**config.mk**
```make
export PLATFORM = sky130hd
export DESIGN_NAME = scan_port_ctrl
export DESIGN_NICKNAME = d
export VERILOG_FILES = /design/src/rtl/scan_pkg.sv /design/src/rtl/tap_fsm.sv /design/src/rtl/shift_dr.sv /design/src/rtl/const_dr.sv /design/src/rtl/bscan_cells.sv /design/src/rtl/scan_port_ctrl.sv
export SDC_FILE = /design/constraint.sdc
export NUM_CORES = 1
export LEC_CHECK = 0
export BUFFER_PORTS_ARGS = -buffer_cell sky130_fd_sc_hd__buf_2
export CAP_MARGIN = 20
export CORE_ASPECT_RATIO = 0.5
export CORE_UTILIZATION = 60
export CTS_BUF_LIST = sky130_fd_sc_hd__clkbuf_4
export DETAILED_ROUTE_END_ITERATION = 10
export PLACE_DENSITY = 0.8
export SLEW_MARGIN = 15
export SYNTH_ARGS = -nofsm -noshare
export SYNTH_HDL_FRONTEND = slang
export SYNTH_SLANG_ARGS = --single-unit
```
**constraint.sdc**
```tcl
create_clock -name tck -period 2.01 [get_ports tck]
set_input_delay 0.3015 -clock tck [delete_from_list [all_inputs] [get_ports tck]]
set_output_delay 0.3015 -clock tck [all_outputs]
set_load 0.02 [all_outputs]
```
**src/rtl/scan_pkg.sv**
```systemverilog
package scan_pkg;
  typedef enum logic [3:0] {
    ST_TLR, ST_RTI, ST_SEL_DR, ST_CAP_DR, ST_SH_DR, ST_EX1_DR, ST_PA_DR, ST_EX2_DR,
    ST_UPD_DR, ST_SEL_IR, ST_CAP_IR, ST_SH_IR, ST_EX1_IR, ST_PA_IR, ST_EX2_IR, ST_UPD_IR
  } tap_state_t;

  typedef enum logic [2:0] {DR_BYP, DR_ID, DR_BSC, DR_SIG, DR_CFG} dr_sel_t;

  localparam int IR_W = 4;
  localparam logic [IR_W-1:0] OP_EXTEST  = 4'h0;
  localparam logic [IR_W-1:0] OP_SAMPLE  = 4'h1;
  localparam logic [IR_W-1:0] OP_IDCODE  = 4'h2;
  localparam logic [IR_W-1:0] OP_HIGHZ   = 4'h3;
  localparam logic [IR_W-1:0] OP_USERSIG = 4'h8;
  localparam logic [IR_W-1:0] OP_CFG     = 4'h9;
  localparam logic [IR_W-1:0] OP_BYPASS  = 4'hF;
  localparam logic [IR_W-1:0] IR_CAPTURE = 4'b0001;
endpackage

```
**src/rtl/tap_fsm.sv**
```systemverilog
module tap_fsm
  import scan_pkg::*;
(
  input  logic       tck,
  input  logic       por_n,
  input  logic       tms,
  output tap_state_t state
);
  tap_state_t nxt;

  always_comb begin
    unique case (state)
      ST_TLR:    nxt = tms ? ST_TLR    : ST_RTI;
      ST_RTI:    nxt = tms ? ST_SEL_DR : ST_RTI;
      ST_SEL_DR: nxt = tms ? ST_SEL_IR : ST_CAP_DR;
      ST_CAP_DR: nxt = tms ? ST_EX1_DR : ST_SH_DR;
      ST_SH_DR:  nxt = tms ? ST_EX1_DR : ST_SH_DR;
      ST_EX1_DR: nxt = tms ? ST_UPD_DR : ST_PA_DR;
      ST_PA_DR:  nxt = tms ? ST_EX2_DR : ST_PA_DR;
      ST_EX2_DR: nxt = tms ? ST_UPD_DR : ST_SH_DR;
      ST_UPD_DR: nxt = tms ? ST_SEL_DR : ST_RTI;
      ST_SEL_IR: nxt = tms ? ST_TLR    : ST_CAP_IR;
      ST_CAP_IR: nxt = tms ? ST_EX1_IR : ST_SH_IR;
      ST_SH_IR:  nxt = tms ? ST_EX1_IR : ST_SH_IR;
      ST_EX1_IR: nxt = tms ? ST_UPD_IR : ST_PA_IR;
      ST_PA_IR:  nxt = tms ? ST_EX2_IR : ST_PA_IR;
      ST_EX2_IR: nxt = tms ? ST_UPD_IR : ST_SH_IR;
      ST_UPD_IR: nxt = tms ? ST_SEL_DR : ST_RTI;
      default:   nxt = ST_TLR;
    endcase
  end

  always_ff @(posedge tck or negedge por_n) begin
    if (!por_n) state <= ST_TLR;
    else        state <= nxt;
  end
endmodule

```
**src/rtl/shift_dr.sv**
```systemverilog
// Capture/shift register with parallel view; shifts toward bit 0.
module shift_dr #(
  parameter int W = 16
) (
  input  logic         tck,
  input  logic         por_n,
  input  logic         cap_en,
  input  logic         sh_en,
  input  logic [W-1:0] cap_val,
  input  logic         tdi,
  output logic [W-1:0] q
);
  always_ff @(posedge tck or negedge por_n) begin
    if (!por_n)      q <= '0;
    else if (cap_en) q <= cap_val;
    else if (sh_en)  q <= {tdi, q[W-1:1]};
  end
endmodule

```
**src/rtl/const_dr.sv**
```systemverilog
// Fixed-capture register exposing only its serial output.
module const_dr #(
  parameter int         W   = 32,
  parameter logic [W-1:0] CAP = '0
) (
  input  logic tck,
  input  logic por_n,
  input  logic cap_en,
  input  logic sh_en,
  input  logic tdi,
  output logic so
);
  if (W == 1) begin : g_single
    logic r;
    always_ff @(posedge tck or negedge por_n) begin
      if (!por_n)      r <= 1'b0;
      else if (cap_en) r <= CAP[0];
      else if (sh_en)  r <= tdi;
    end
    assign so = r;
  end else begin : g_multi
    logic [W-1:0] r;
    always_ff @(posedge tck or negedge por_n) begin
      if (!por_n)      r <= '0;
      else if (cap_en) r <= CAP;
      else if (sh_en)  r <= {tdi, r[W-1:1]};
    end
    assign so = r[0];
  end
endmodule

```
**src/rtl/bscan_cells.sv**
```systemverilog
// Per-pin data and enable cells: capture chain plus update stage.
module bscan_cells #(
  parameter int N = 8
) (
  input  logic         tck,
  input  logic         por_n,
  input  logic         cap_en,
  input  logic         sh_en,
  input  logic         upd_en,
  input  logic         tdi,
  input  logic [N-1:0] pin_in,
  input  logic [N-1:0] core_oe,
  output logic         so,
  output logic [N-1:0] upd_out,
  output logic [N-1:0] upd_oe
);
  localparam int L = 2 * N;
  logic [L-1:0] chain;

  shift_dr #(.W(L)) u_chain (
    .tck(tck), .por_n(por_n), .cap_en(cap_en), .sh_en(sh_en),
    .cap_val({core_oe, pin_in}), .tdi(tdi), .q(chain)
  );

  always_ff @(posedge tck or negedge por_n) begin
    if (!por_n) begin
      upd_out <= '0;
      upd_oe  <= '0;
    end else if (upd_en) begin
      upd_out <= chain[N-1:0];
      upd_oe  <= chain[L-1:N];
    end
  end

  assign so = chain[0];
endmodule

```
**src/rtl/scan_port_ctrl.sv**
```systemverilog
module scan_port_ctrl
  import scan_pkg::*;
#(
  parameter int          NPINS      = 8,
  parameter int          CFG_BITS   = 16,
  parameter int          SIG_BITS   = 16,
  parameter logic [31:0] IDCODE_VAL = 32'h1A5E_303F
) (
  input  logic             tck,
  input  logic             por_n,
  input  logic             tms,
  input  logic             tdi,
  output logic             tdo,
  output logic             tdo_oe,
  input  logic             sec_fuse,
  input  logic             prog_hold,
  input  logic [NPINS-1:0] pin_in,
  input  logic [NPINS-1:0] core_out,
  input  logic [NPINS-1:0] core_oe,
  output logic [NPINS-1:0] pad_out,
  output logic [NPINS-1:0] pad_oe
);
  tap_state_t       state;
  logic [IR_W-1:0]  ir_q, instr;
  dr_sel_t          sel;
  logic             cap_dr, sh_dr, upd_dr;
  logic             byp_so, id_so, bsc_so, dr_lsb, tdo_next;
  logic [SIG_BITS-1:0] sig_q, sig_store;
  logic [CFG_BITS-1:0] cfg_q, cfg_store;
  logic [NPINS-1:0] upd_out, upd_oe;
  logic             hold_z, extest;

  tap_fsm u_fsm (.tck(tck), .por_n(por_n), .tms(tms), .state(state));

  assign cap_dr = (state == ST_CAP_DR);
  assign sh_dr  = (state == ST_SH_DR);
  assign upd_dr = (state == ST_UPD_DR);

  // Instruction path
  shift_dr #(.W(IR_W)) u_ir (
    .tck(tck), .por_n(por_n), .cap_en(state == ST_CAP_IR), .sh_en(state == ST_SH_IR),
    .cap_val(IR_CAPTURE), .tdi(tdi), .q(ir_q)
  );

  always_ff @(posedge tck or negedge por_n) begin
    if (!por_n)                 instr <= OP_IDCODE;
    else if (state == ST_TLR)   instr <= OP_IDCODE;
    else if (state == ST_UPD_IR) instr <= ir_q;
  end

  always_comb begin
    unique case (instr)
      OP_EXTEST, OP_SAMPLE: sel = DR_BSC;
      OP_IDCODE:            sel = DR_ID;
      OP_USERSIG:           sel = DR_SIG;
      OP_CFG:               sel = DR_CFG;
      default:              sel = DR_BYP;
    endcase
  end

  // Data registers
  const_dr #(.W(1), .CAP(1'b0)) u_byp (
    .tck(tck), .por_n(por_n), .cap_en(cap_dr && sel == DR_BYP),
    .sh_en(sh_dr && sel == DR_BYP), .tdi(tdi), .so(byp_so)
  );

  const_dr #(.W(32), .CAP(IDCODE_VAL)) u_id (
    .tck(tck), .por_n(por_n), .cap_en(cap_dr && sel == DR_ID),
    .sh_en(sh_dr && sel == DR_ID), .tdi(tdi), .so(id_so)
  );

  bscan_cells #(.N(NPINS)) u_bsc (
    .tck(tck), .por_n(por_n), .cap_en(cap_dr && sel == DR_BSC),
    .sh_en(sh_dr && sel == DR_BSC), .upd_en(upd_dr && sel == DR_BSC),
    .tdi(tdi), .pin_in(pin_in), .core_oe(core_oe), .so(bsc_so),
    .upd_out(upd_out), .upd_oe(upd_oe)
  );

  shift_dr #(.W(SIG_BITS)) u_sig (
    .tck(tck), .por_n(por_n), .cap_en(cap_dr && sel == DR_SIG),
    .sh_en(sh_dr && sel == DR_SIG), .cap_val(sig_store), .tdi(tdi), .q(sig_q)
  );

  // Configuration readback is masked at capture while the fuse is set
  shift_dr #(.W(CFG_BITS)) u_cfg (
    .tck(tck), .por_n(por_n), .cap_en(cap_dr && sel == DR_CFG),
    .sh_en(sh_dr && sel == DR_CFG), .cap_val(sec_fuse ? '0 : cfg_store),
    .tdi(tdi), .q(cfg_q)
  );

  always_ff @(posedge tck or negedge por_n) begin
    if (!por_n) begin
      sig_store <= '0;
      cfg_store <= '0;
    end else if (upd_dr) begin
      if (sel == DR_SIG) sig_store <= sig_q;
      if (sel == DR_CFG) cfg_store <= cfg_q;
    end
  end

  // Serial output, retimed to the falling edge
  always_comb begin
    unique case (sel)
      DR_ID:   dr_lsb = id_so;
      DR_BSC:  dr_lsb = bsc_so;
      DR_SIG:  dr_lsb = sig_q[0];
      DR_CFG:  dr_lsb = cfg_q[0];
      default: dr_lsb = byp_so;
    endcase
    tdo_next = (state == ST_SH_IR) ? ir_q[0] : dr_lsb;
  end

  always_ff @(negedge tck or negedge por_n) begin
    if (!por_n) begin
      tdo    <= 1'b0;
      tdo_oe <= 1'b0;
    end else begin
      tdo    <= tdo_next;
      tdo_oe <= (state == ST_SH_IR) || (state == ST_SH_DR);
    end
  end

  // Pad control: forced high-Z has priority over boundary drive
  assign hold_z  = prog_hold || (instr == OP_HIGHZ) || (instr == OP_CFG);
  assign extest  = (instr == OP_EXTEST);
  assign pad_out = extest ? upd_out : core_out;
  assign pad_oe  = hold_z ? '0 : (extest ? upd_oe : core_oe);
endmodule

```
==> results.sh, run 1 <==
export IMPL_cp_endpoint="tdo"
export IMPL_die_x_um=148.2
export IMPL_clock_path_buffers=2
export IMPL_setup_tns_ps=-6313
export IMPL_dr_pass1_iters=5
export IMPL_worst_slack_ps=-403.9
export IMPL_cts_root_buf="clkbuf_4"
export IMPL_hold_violations=0
export IMPL_endpoint_kind="register"
export IMPL_finalMaxSlewViolations=0
export IMPL_cts_tree="done"
export IMPL_clock_fmax_mhz=417.4
export IMPL_hp_start="pin_in[6]"
export IMPL_start_kind="register"
export IMPL_insertion_delay_ps=520
export IMPL_rsz0062_at_grt="yes"
export IMPL_cts_buffers=17
export IMPL_fin_area_um2=7740
export IMPL_hold_path_class="input pin to register"
export IMPL_gp_congestion=0.8346
export IMPL_cts_sinks=143
export IMPL_pre_cts_ws_ps=-221.7
export IMPL_grt_max_degree=93
export IMPL_yosysWarnings=0
export IMPL_drtIter0Drc=352
export IMPL_drive_gt1_share_pct=31.79
export IMPL_start_util_pct=62.37
export IMPL_max_cap_viol_count=0
export IMPL_cts_max_level=4
export IMPL_r2r_start="instr[3]"
export IMPL_crit_type="register to register"
export IMPL_die_area_um2=11130
export IMPL_antenna_found_initial=0
export IMPL_synth_edff_count=0
export IMPL_power_total_mw=8.745
export IMPL_rows=26
export IMPL_p_per_area_nw_per_um2=1130
export IMPL_hpwl_mm=7.894
export IMPL_die_h_um=75.10
export IMPL_grt_overflow=0
export IMPL_rr_worst_depth=4
export IMPL_async_flop_share_pct=100.0
export IMPL_syn_area_um2=6411
export IMPL_placed_cell_area_um2=6983
export IMPL_r2r_setup_slack_ps=-400
export IMPL_final_cell_mix="137 x dfrtp_1, 130 x nand2_1, 81 x o21ai_0"
export IMPL_fin_skew_ps=64.63
export IMPL_rr_endpoint="tdo"
export IMPL_ir_drop_mv=0.4358
export IMPL_ios=48
export IMPL_seq_area_frac_synth_pct=55.84
export IMPL_avgRoutedWirePerCell_um=16.34
export IMPL_status="complete, but fails checks"
export IMPL_synth_flop_cell="dfrtp_1"
export IMPL_arrival_ps=1870
export IMPL_remaining_drc_errors=0
export IMPL_viasPerCell=5.758
export IMPL_place_inst=806
export IMPL_portBuffers=47
export IMPL_slew_headroom_pct=56.79
export IMPL_period_minus_slack_ps=2414
export IMPL_required_ps=1460
export IMPL_syn_num_nets=661
export IMPL_synthCells=631
export IMPL_clkTransAtPathRegs_ps=130
export IMPL_crit_fanout=4
export IMPL_area_delta_synth_final_pct=20.73
export IMPL_post_route_period_util_pct=120.1
export IMPL_fin_nets=731
export IMPL_fin_cells=855
export IMPL_p_leak_nw=4.020
export IMPL_final_setup_viol_count=20
export IMPL_synth_cell_types=47
export IMPL_final_common_cell="dfrtp_1"
export IMPL_core_um2=10280
export IMPL_vias=4923
export IMPL_grt_pass1_vias=4527
export IMPL_synth_avg_cell_area_um2=10.16
export IMPL_crit_path_start="instr[3]"
export IMPL_ant_nets=0
export IMPL_violations="setup timing"
export IMPL_ys_ff_latch=143
export IMPL_worstMarginPinSlew_ps=648.0
export IMPL_grt_pass1_wl_mm=21.90
export IMPL_grt_total_usage_pct=25.53
export IMPL_wirelength_mm=13.97
==> cell type report <==
type,instances,area (um^2)
diodes,1,2.502
clock buffers,18,135.1
clock inverters,14,141.4
fillers,637,2540
inverters,3,11.26
multi-input cells,441,2880
flip-flops and latches,143,3583
well taps,140,175.2
repair buffers,95,810.8
==> logic make-up (layout without fill, tap and decap cells) <==
kind of cell / count (synthesis) / in the layout / synth area share, %
compound gates: 140 / 141 / 11.85
xor+xnor: 2 / 2 / 0.2733
buf+inv: 48 / 130 / 3.357
flops: 143 / 143 / 55.84
mux: 81 / 81 / 13.62
other cells: 0 / 1 / 0
simple gates: 217 / 217 / 15.07
==> how the worst min path moves through the flow <==
| stage | to | depth (start not counted) |
|---|---|---|
| 2_1_floorplan | cfg_store[0] | 0 |
| 3_5_place_dp | sig_store[15] | 1 |
| 5_1_grt | u_bsc.u_chain.q[6] | 3 |
| 4_1_cts | u_bsc.u_chain.q[6] | 3 |
| 6_report | u_bsc.u_chain.q[6] | 3 |
| 3_3_place_gp | u_sig.q[5] | 1 |
==> flip-flops by register name (all words and copies together) (netlist names) <==
signal / flops
u_fsm.state: 4
cfg_store: 16
u_cfg.q: 16
u_sig.q: 16
u_bsc.upd_oe: 8
u_bsc.upd_out: 8
u_ir.q: 4
u_bsc.u_chain.q: 16
instr: 4
tdo_oe: 1
tdo: 1
u_byp.so: 1
u_id.g_multi.r: 32
sig_store: 16
==> cell usage after synthesis, drive strengths merged, types with 2 or more instances <==
| cell type | n | area (um^2) |
|---|---|---|
| nor2 | 27 | 101.4 |
| a211oi | 2 | 15.01 |
| clkbuf | 21 | 78.83 |
| a21o | 2 | 15.01 |
| nand3b | 2 | 15.01 |
| and3 | 16 | 100.1 |
| a21oi | 32 | 160.2 |
| mux2 | 50 | 563.0 |
| dfrtp | 140 | 3503 |
| nand2 | 151 | 566.8 |
| inv | 3 | 11.26 |
| nor2b | 2 | 12.51 |
| nor4 | 2 | 18.77 |
| o21ai | 86 | 430.4 |
| o22ai | 6 | 37.54 |
| nand4 | 2 | 18.77 |
| nand3 | 2 | 10.01 |
| o221ai | 2 | 17.52 |
| nor4b | 2 | 32.53 |
| buf | 24 | 125.1 |
| xor2 | 2 | 17.52 |
| a31oi | 2 | 12.51 |
| mux2i | 31 | 310.3 |
| dfrtn | 2 | 50.05 |
| nand2b | 2 | 20.02 |
| nor3 | 3 | 20.02 |
| o2111ai | 2 | 23.77 |
| o21a | 2 | 15.01 |
==> routing by layer <==
layer | GRT usage, % | up-vias | share of wire [%]
li1 | - | 2321 | -
met1 | 33.56 | 2435 | 45
met2 | 42.98 | 136 | 49
met3 | 4.364 | 31 | 4.4
met4 | 11.34 | 0 | 2.0
met5 | 0 | - | 0
==> what timing repair did <==
item,CTS,global route
cloned,2,1
resized for setup,67,25
pin swaps,19,11
setup endpoints to repair,36,33
buffers inserted,11,1
endpoints found under the hold margin,141,0
hold buffers,2,0
==> report_power, final <==
part	internal, mW	switching, mW
Clock	0.749	1.07
Sequential	3.46	0.461
Combinational	1.33	1.68
Total	5.54	3.21
==> worst max-delay path, stage by stage, from the launching register on <==
cell and delay, ps:
dfrtp_2 450, buf_4 150, nor3b_1 380, nor4_4 90, o31ai_2 280
==> metrics by stage <==
step / hold WS (ps) / utilization (%)
2_1_floorplan: 5.909 / -
3_3_place_gp: 143.8 / 67.93
3_5_place_dp: 144.1 / 67.93
4_1_cts: 32.07 / 74.38
5_1_grt: 54.43 / 75.27
6_report: 51.35 / 75.29
(Power assumes the default switching activity.)
==> inputs of run 2 (changes only) <==
--- a/config.mk
+++ b/config.mk
@@ -12,6 +12,7 @@
 export CTS_BUF_LIST = sky130_fd_sc_hd__clkbuf_4
 export DETAILED_ROUTE_END_ITERATION = 10
 export PLACE_DENSITY = 0.8
+export RECOVER_POWER = 25
 export SLEW_MARGIN = 15
 export SYNTH_ARGS = -nofsm -noshare
 export SYNTH_HDL_FRONTEND = slang
==> run 2 against run 1 <==
The flow still finishes with violations (setup timing). Clock skew barely moved. Hold slack worse by 1.3 ps. Sequential power about the same. Highest routed layer unchanged.
==> results.sh, run 2 (synthesis gave the netlist of run 1 again) <==
export IMPL_status="complete, but fails checks"
export IMPL_violations="setup timing"
export IMPL_regArea_um2=3583
export IMPL_fin_nets=731
export IMPL_start_kind="register"
export IMPL_clock_path_buffers=2
export IMPL_endpoint_kind="register"
export IMPL_hold_path_depth=3
export IMPL_post_route_period_util_pct=120.1
export IMPL_min_to="u_bsc.u_chain.q[6]"
export IMPL_worst_slack_ps=-403.6
export IMPL_r2r_setup_slack_ps=-400
export IMPL_wirelength_mm=13.94
export IMPL_drive_gt1_share_pct=31.65
export IMPL_critPathBufInv=1
export IMPL_area_delta_synth_final_pct=20.47
export IMPL_largest_register="u_id.g_multi.r"
export IMPL_cts_tree="done"
export IMPL_viasPerCell=5.752
export IMPL_rows=26
export IMPL_pre_cts_ws_ps=-221.7
export IMPL_cts_sinks=143
export IMPL_drtIter0Drc=324
export IMPL_arrival_ps=1870
export IMPL_cp_slowest_stage_delay_ps=450
export IMPL_fin_cells=855
export IMPL_pwr_share_clk_pct=20.8
export IMPL_remaining_drc_errors=0
export IMPL_dr_pass1_iters=6
export IMPL_hold_violations=0
export IMPL_r2r_start="instr[3]"
export IMPL_antenna_found_initial=0
export IMPL_p_int_mw=5.536
export IMPL_fillers=640
export IMPL_max_cap_viol_count=0
export IMPL_switching_share_pct=36.67
export IMPL_grt_total_usage_pct=25.53
export IMPL_finalMaxSlewViolations=0
export IMPL_hold_path_class="input pin to register"
export IMPL_hpwl_mm=7.894
export IMPL_crit_fanout=4
export IMPL_p_switching_mw=3.206
export IMPL_die_x_um=148.2
export IMPL_p_per_area_nw_per_um2=1132
export IMPL_ant_nets=0
export IMPL_period_minus_slack_ps=2414
export IMPL_die_area_um2=11130
export IMPL_p_leak_nw=4.012
export IMPL_required_ps=1460
export IMPL_worstMarginPinSlew_ps=956.3
export IMPL_critPathTopFamily="simple AND/OR/NAND/NOR gates"
export IMPL_clock_fmax_mhz=416.3
export IMPL_grt_pass1_wl_mm=21.90
export IMPL_ir_drop_mv=0.4346
export IMPL_multi_input_area_um2=2880
export IMPL_gp_congestion=0.8346
export IMPL_final_setup_viol_count=22
export IMPL_slew_headroom_pct=36.25
export IMPL_die_h_um=75.10
export IMPL_fin_skew_ps=64.79
export IMPL_cts_max_level=4
export IMPL_pwr_share_comb_pct=34.3
export IMPL_ios=48
export IMPL_insertion_delay_ps=520
export IMPL_placed_cell_area_um2=6983
export IMPL_fin_util_pct=75.13
export IMPL_grt_max_degree=93
export IMPL_fin_area_um2=7724
export IMPL_vias=4918
export IMPL_avgRoutedWirePerCell_um=16.31
export IMPL_final_cell_mix="137 x dfrtp_1, 130 x nand2_1, 81 x o21ai_0"
export IMPL_start_util_pct=62.37
export IMPL_cp_cell_sequence="buf_4 > nor3b_1 > nor4_4 > o31ai_2"
export IMPL_final_common_cell="dfrtp_1"
export IMPL_core_um2=10280
export IMPL_rsz0062_at_grt="yes"
export IMPL_timing_hold_ws_ps=50.05
export IMPL_cts_buffers=17
export IMPL_portBuffers=47
export IMPL_grt_overflow=0
export IMPL_grt_pass1_vias=4527
export IMPL_rr_endpoint="tdo"
export IMPL_largest_reg_flops=32
export IMPL_clkTransAtPathRegs_ps=130
export IMPL_worst_path_max_delay_cell="dfrtp_2"
export IMPL_cts_root_buf="clkbuf_4"
export IMPL_seqPwrFrac_pct=44.9
export IMPL_rr_worst_depth=4
export IMPL_place_inst=806
export IMPL_crit_type="register to register"
export IMPL_hp_start="pin_in[6]"
## run 2: power groups by stage
stage | clock network [mW] | registers, mW | logic [mW]
floorplan | 0 | 3.79 | 1.90
global placement | 0 | 3.88 | 2.47
detailed placement | 0 | 3.92 | 2.57
CTS | 1.84 | 3.89 | 2.86
global route | 1.94 | 4.00 | 3.32
finish | 1.82 | 3.92 | 3.00
## run 2: final cells by class
cell class / instances / area share (%)
multi-input combinational: 441 / 37.29
antenna: 1 / 0.03240
tap: 140 / 2.268
clock inverter: 14 / 1.831
clock buffer: 18 / 1.750
timing repair buffer: 95 / 10.29
sequential: 143 / 46.40
inverter: 3 / 0.1458
## run 2: what timing repair did
action                                  in CTS  in global routing
resized for setup                           67                 25
endpoints found under the setup margin      36                 33
hold buffers                                 2                  0
setup buffers                               11                  1
pin swaps                                   19                 11
endpoints found under the hold margin      141                  0
gates cloned                                 2                  1
## run 2: worst max path at each step
| stage | from | to | slack (ps) | depth (start not counted) |
|---|---|---|---|---|
| 6_report | instr[3] | tdo | -400 | 4 |
| 5_1_grt | instr[1] | pad_oe[2] | -490 | 5 |
| 4_1_cts | tdo | tdo | -370 | 1 |
| 3_5_place_dp | instr[3] | tdo | -220 | 4 |
| 3_3_place_gp | instr[1] | tdo | -120 | 3 |
| 2_1_floorplan | instr[3] | tdo | -170 | 5 |
## run 2: routing by layer
layer  vias up  global-route usage, %  share of wire (%)
li1       2317                      -                  -
met1      2418                  33.56                 45
met2       151                  42.98                 49
met3        32                  4.364                4.4
met4         0                  11.34                2.0
met5         -                      0                  0
## run 2: through the flow
step	power [mW]	TNS, ps
2_1_floorplan	5.687	-173.5
3_3_place_gp	6.353	-474.2
3_5_place_dp	6.489	-1835
4_1_cts	8.588	-5829
5_1_grt	9.257	-10900
6_report	8.742	-6375
## run 2: worst reg2reg max path: cells and delay by family (launching register included)
| family | cells | cell delay [ps] |
|---|---|---|
| AO/OA/AOI/OAI | 1 | 280 |
| buffers and inverters | 1 | 150 |
| AND/OR/NAND/NOR | 2 | 470 |
| flip-flops | 1 | 450 |
